===== src/rtl/cas_pkg.sv =====
package cas_pkg;
  localparam int CAS_W  = 3;
  localparam int NUM_IN = 1 << CAS_W;
  localparam int PCNT_W = 2;

  typedef struct packed {
    logic              master;
    logic              long_seq;
    logic [CAS_W-1:0]  id;
    logic [NUM_IN-1:0] map;
  } cas_cfg_t;
endpackage


===== src/rtl/cas_cfg_reg.sv =====
module cas_cfg_reg
  import cas_pkg::*;
(
  input  logic     clk,
  input  logic     rst_n,
  input  logic     load,
  input  logic     idle,
  input  cas_cfg_t cfg_d,
  output cas_cfg_t cfg_q
);
  always_ff @(posedge clk or negedge rst_n) begin
    if (!rst_n)            cfg_q <= '0;
    else if (load && idle) cfg_q <= cfg_d;
  end
endmodule


===== src/rtl/cas_ack_seq.sv =====
module cas_ack_seq
  import cas_pkg::*;
(
  input  logic              clk,
  input  logic              rst_n,
  input  logic              ack,
  input  logic              long_seq,
  output logic [PCNT_W-1:0] pulse_num,
  output logic              start,
  output logic              done,
  output logic              idle
);
  localparam logic [PCNT_W-1:0] LAST_SHORT = PCNT_W'(2);
  localparam logic [PCNT_W-1:0] LAST_LONG  = PCNT_W'(3);

  logic ack_q;
  logic rise, fall;
  logic [PCNT_W-1:0] last;

  assign last  = long_seq ? LAST_LONG : LAST_SHORT;
  assign rise  = ack & ~ack_q;
  assign fall  = ~ack & ack_q;
  assign start = rise & (pulse_num == '0);
  assign done  = fall & (pulse_num == last);
  assign idle  = (pulse_num == '0) & ~ack;

  always_ff @(posedge clk or negedge rst_n) begin
    if (!rst_n) begin
      ack_q     <= 1'b0;
      pulse_num <= '0;
    end else begin
      ack_q <= ack;
      if (done)
        pulse_num <= '0;
      else if (rise && pulse_num != LAST_LONG)
        pulse_num <= pulse_num + 1'b1;
    end
  end
endmodule


===== src/rtl/cas_master_drv.sv =====
module cas_master_drv
  import cas_pkg::*;
(
  input  logic              clk,
  input  logic              rst_n,
  input  logic              start,
  input  logic              done,
  input  logic              is_master,
  input  logic [NUM_IN-1:0] slave_map,
  input  logic [CAS_W-1:0]  win_idx,
  output logic [CAS_W-1:0]  cas_out,
  output logic              cas_oe,
  output logic              own_vec
);
  logic [CAS_W-1:0] sel_q;
  logic             drive_q;
  logic             has_slave;

  assign has_slave = slave_map[win_idx];

  always_ff @(posedge clk or negedge rst_n) begin
    if (!rst_n) begin
      sel_q   <= '0;
      drive_q <= 1'b0;
      own_vec <= 1'b0;
    end else if (start) begin
      sel_q   <= win_idx;
      drive_q <= is_master & has_slave;
      own_vec <= is_master & ~has_slave;
    end else if (done) begin
      sel_q   <= '0;
      drive_q <= 1'b0;
      own_vec <= 1'b0;
    end
  end

  assign cas_oe  = drive_q;
  assign cas_out = drive_q ? sel_q : '0;
endmodule


===== src/rtl/cas_slave_cmp.sv =====
module cas_slave_cmp
  import cas_pkg::*;
(
  input  logic [CAS_W-1:0] cas_in,
  input  logic [CAS_W-1:0] my_id,
  output logic             match
);
  logic [CAS_W-1:0] eq;
  for (genvar b = 0; b < CAS_W; b++) begin : g_bit
    assign eq[b] = ~(cas_in[b] ^ my_id[b]);
  end
  assign match = &eq;
endmodule


===== src/rtl/irq_cascade_unit.sv =====
module irq_cascade_unit
  import cas_pkg::*;
(
  input  logic              clk,
  input  logic              rst_n,
  input  logic              cfg_load,
  input  logic              cfg_master,
  input  logic              cfg_long_seq,
  input  logic [CAS_W-1:0]  cfg_id,
  input  logic [NUM_IN-1:0] cfg_map,
  input  logic              ack,
  input  logic [CAS_W-1:0]  win_idx,
  input  logic [CAS_W-1:0]  cas_in,
  output logic [CAS_W-1:0]  cas_out,
  output logic              cas_oe,
  output logic              vec_en
);
  localparam logic [PCNT_W-1:0] FIRST_VEC_PULSE = PCNT_W'(2);

  cas_cfg_t          cfg_d, cfg_q;
  logic [PCNT_W-1:0] pulse_num;
  logic              seq_start, seq_done, seq_idle;
  logic              own_vec, id_match, late_pulse;

  assign cfg_d = '{master: cfg_master, long_seq: cfg_long_seq,
                   id: cfg_id, map: cfg_map};

  cas_cfg_reg u_cfg (
    .clk(clk), .rst_n(rst_n), .load(cfg_load), .idle(seq_idle),
    .cfg_d(cfg_d), .cfg_q(cfg_q)
  );

  cas_ack_seq u_seq (
    .clk(clk), .rst_n(rst_n), .ack(ack), .long_seq(cfg_q.long_seq),
    .pulse_num(pulse_num), .start(seq_start), .done(seq_done), .idle(seq_idle)
  );

  cas_master_drv u_mst (
    .clk(clk), .rst_n(rst_n), .start(seq_start), .done(seq_done),
    .is_master(cfg_q.master), .slave_map(cfg_q.map), .win_idx(win_idx),
    .cas_out(cas_out), .cas_oe(cas_oe), .own_vec(own_vec)
  );

  cas_slave_cmp u_cmp (
    .cas_in(cas_in), .my_id(cfg_q.id), .match(id_match)
  );

  assign late_pulse = ack & (pulse_num >= FIRST_VEC_PULSE);
  assign vec_en = late_pulse & (cfg_q.master ? own_vec : id_match);
endmodule


===== config.mk =====
export PLATFORM = sky130hd
export DESIGN_NAME = irq_cascade_unit
export DESIGN_NICKNAME = d
export VERILOG_FILES = /design/src/rtl/cas_pkg.sv /design/src/rtl/cas_cfg_reg.sv /design/src/rtl/cas_ack_seq.sv /design/src/rtl/cas_master_drv.sv /design/src/rtl/cas_slave_cmp.sv /design/src/rtl/irq_cascade_unit.sv
export SDC_FILE = /design/constraint.sdc
export NUM_CORES = 1
export LEC_CHECK = 0
export ABC_CLOCK_PERIOD_IN_PS = 4440
export CORE_ASPECT_RATIO = 0.75
export CORE_MARGIN = 1.5
export CORE_UTILIZATION = 55
export CTS_BUF_LIST = sky130_fd_sc_hd__clkbuf_8
export DETAILED_ROUTE_END_ITERATION = 8
export DONT_BUFFER_PORTS = 1
export GPL_ROUTABILITY_DRIVEN = 0
export GPL_TIMING_DRIVEN = 0
export PLACE_DENSITY = 0.79
export SLEW_MARGIN = 40
export SYNTH_ARGS = -nofsm -noshare
export SYNTH_HDL_FRONTEND = slang
export SYNTH_HIERARCHICAL = 1
export SYNTH_SLANG_ARGS = --single-unit

===== constraint.sdc =====
create_clock -name clk -period 4.44 [get_ports clk]
set_clock_uncertainty 0.2 [all_clocks]
set_input_delay 0.888 -clock clk [delete_from_list [all_inputs] [get_ports clk]]
set_output_delay 0.888 -clock clk [all_outputs]
set_load 0.05 [all_outputs]

==> impl_metrics.yaml <==
placed_design:
  port_buffers: 0
  hpwl_um: 1360
  dp.cells: 108
  placed_cell_area_um2: 1090
global_route:
  first_global_vias: 620
  grt_pass1_wl_um: 2900
  antenna_found_initial: 0
  overflow: 0
  grt_util_all_layers_pct: 19.8
  grt.busiest_layer: "met2"
  grt_max_degree: 22
  grt_use_met1_pct: 27.3
  use_met3_pct: 8.39
  gr-usage-met2_pct: 28.4
setup_path:
  path_cells: "xor2_1 > nor3_2 > mux2i_1 > nor2_2"
  crit_arrival_ps: 1760
  setup.worst_path.start_class: "input pin"
  r2r_start: "u_seq/pulse_num[0]$_DFFE_PN0P_"
  r2r-end: "u_cfg/cfg_q[3]$_DFFE_PN0P_"
  slowest_stage: "nor2_2"
  end_kind: "output port"
  crit_end: "vec_en"
  setup.worst_path.class: "input pin to output port"
  slowest_delay_ps: 450
  r2r_setup_slack_ps: 2610
  critPathMaxFanout: 1
  cp.required_ps: 3350
  rr_worst_depth: 6
  crit_path_start: "cas_in[0]"
finish:
  nets: 116
  area_delta_synth_final_pct: 7.15
  num_antenna_cells: 0
  drive_gt1_share_pct: 24.4
  layoutNonFillerInstCount: 112
  finalInstanceArea_um2: 1140
  seqCellArea_um2: 526
  layout_common_cells: "dfrtp_1 (21), mux2_4 (10), nand2_1 (8)"
  n_fill_cell: 142
  final_common_cell: "dfrtp_1"
  multi_input_area_um2: 514
synthesis:
  synth_top_family_by_area: "multiplexers"
  netlist_area_um2: 1070
  yosysWarnings: 6
  syn-instance-count: 86
  yosys_register_bits: 21
  synthMuxAreaShare_pct: 22.9
  synth_compound_area_share_pct: 4.92
  ys_types: 25
  avgSynthCellArea_um2: 12.4
  synthAdderAreaFrac_pct: 2.34
  yosysSeqAreaShare_pct: 49.2
  synthSimpleGateAreaFrac_pct: 14.5
  synth_xor_area_share_pct: 3.28
  syn_nets: 111
power_and_ir_drop:
  p_leak_nw: 0.548
  cellPowerDensity_nw_per_um2: 655
  irDropWorstVdd_mv: 0.448
sta:
  worst_pin_slew_ps: 568
  hold_viol: 0
  slew_headroom_pct: 62.1
  rsz0062_at_grt: "no"
  max_freq_ghz: 0.351
  report.final.setup_viol: 0
  finalCritPeriodShare_pct: 64.2
  timing.hold.ws_ps: 114
  slew_violations: 0
  fin_crit_ps: 2850
  tns_ps: 0
worst_hold_path:
  hp-class: "input pin to asynchronous set/reset pin"
clocking:
  cts_sinks: 21
  numCtsBuffers: 3
  cts_tree: "built"
  hold_buffers: 0
  cts_setup_buffers: 0
  insertion_delay_ps: 260
  cts_root_buffer: "clkbuf_8"
  clock_path_buffers: 2
  htree_levels: 1
  path_clk_slew_ps: 70
  cts_repair_resize_count: 0
drt:
  routed-via-count: 654
  wl_um: 1770
  dr.pass1.iters: 4
  first_iter_violations: 11
  antenna_left: 0
  drt-wirelength-per-cell_um: 15.8
  drc_errors: 0
  vias_per_cell: 5.84
job:
  drv_cap: 0
floorplanning:
  die_y_um: 41.2
  start_util_pct: 60.2
  core_um2: 1770
  dieArea_um2: 2220
  die_w_um: 53.9
  ios: 28
  rows: 13
status:
  status: "finished clean"
==> sequential cells by signal, summed over array words and instances (netlist names) <==
name             flops
u_mst/own_vec        1
u_mst/sel_q          3
u_cfg/cfg_q         13
u_seq/pulse_num      2
u_seq/ack_q          1
u_mst/cas_oe         1
==> synth_stat cells <==
master | number | area, um2
buf_6 | 2 | 22.5
nand3_1 | 1 | 5.00
dfrtp_1 | 21 | 526
nor2_1 | 6 | 22.5
o22ai_1 | 1 | 6.26
nand4_1 | 1 | 6.26
xor2_1 | 4 | 35.0
and2_1 | 3 | 18.8
o21ai_0 | 2 | 10.0
a32o_1 | 1 | 10.0
a22o_1 | 2 | 17.5
nand2_2 | 1 | 6.26
and2b_1 | 2 | 15.0
a221oi_1 | 1 | 8.76
mux2_2 | 3 | 33.8
ha_1 | 2 | 25.0
nand3b_1 | 3 | 22.5
mux2_4 | 10 | 150
mux2i_1 | 6 | 60.1
nor3b_1 | 1 | 7.51
nand2b_1 | 1 | 6.26
nor3_2 | 1 | 10.0
nand2_1 | 8 | 30.0
inv_1 | 2 | 7.51
nor3_1 | 1 | 5.00
==> cell type report <==
type	count	area share, %
plain buffers	2	1.97
clock buffers	3	3.61
clock inverters	1	0.438
inverters	2	0.656
multi-input cells	61	45.0
flip-flops and latches	21	46.0
well taps	22	2.41
==> stage by stage <==
step / utilization [%] / setup WS [ps] / power, W
after global placement: 61.8 / 1360 / 0.000613
after floorplan: - / 1440 / 0.000580
final: 64.5 / 1590 / 0.000749
after global routing: 64.5 / 1540 / 0.000797
after CTS: 64.4 / 1360 / 0.000755
after detailed placement: 61.8 / 1350 / 0.000629
==> cells by family after synthesis <==
| family | Yosys count |
|---|---|
| xor gates and xnor gates | 4 |
| and+or+nand+nor | 29 |
| buffers and inverters | 4 |
| AOI/OAI and AO/OA | 7 |
| muxes | 19 |
| DFF | 21 |
| adders and majority gates | 2 |
==> report_power, final <==
part           switching (W)  internal (W)
Sequential         0.0000822      0.000282
Clock              0.0000601     0.0000625
Combinational       0.000111      0.000150
Total               0.000254      0.000495
==> worst min-delay path by stage <==
stage	from	to	slack [ps]	cells past startpoint
after detailed placement	u_mst/sel_q[2]$_DFFE_PN0P_	u_mst/sel_q[2]$_DFFE_PN0P_	290	1
after floorplan	u_mst/sel_q[1]$_DFFE_PN0P_	u_mst/sel_q[1]$_DFFE_PN0P_	260	1
after global placement	u_mst/sel_q[1]$_DFFE_PN0P_	u_mst/sel_q[1]$_DFFE_PN0P_	280	1
final	rst_n	u_seq/pulse_num[0]$_DFFE_PN0P_	110	0
after global routing	rst_n	u_cfg/cfg_q[1]$_DFFE_PN0P_	100	0
after CTS	rst_n	u_seq/pulse_num[0]$_DFFE_PN0P_	110	0
==> layer usage <==
metal	part of all wire [%]	wire (um)	up-vias
met5	0	0	-
met4	0.51	9	0
met3	9.9	175	2
met2	45	801	26
met1	44	786	316
li1	-	-	310
==> critical path: cells and delay by family <==
family / cells / cell delay (ps)
AND/OR/NAND/NOR: 2 / 640
multiplexers: 1 / 100
XOR/XNOR: 1 / 130
No activity file was read; power rests on OpenSTA's default activity.
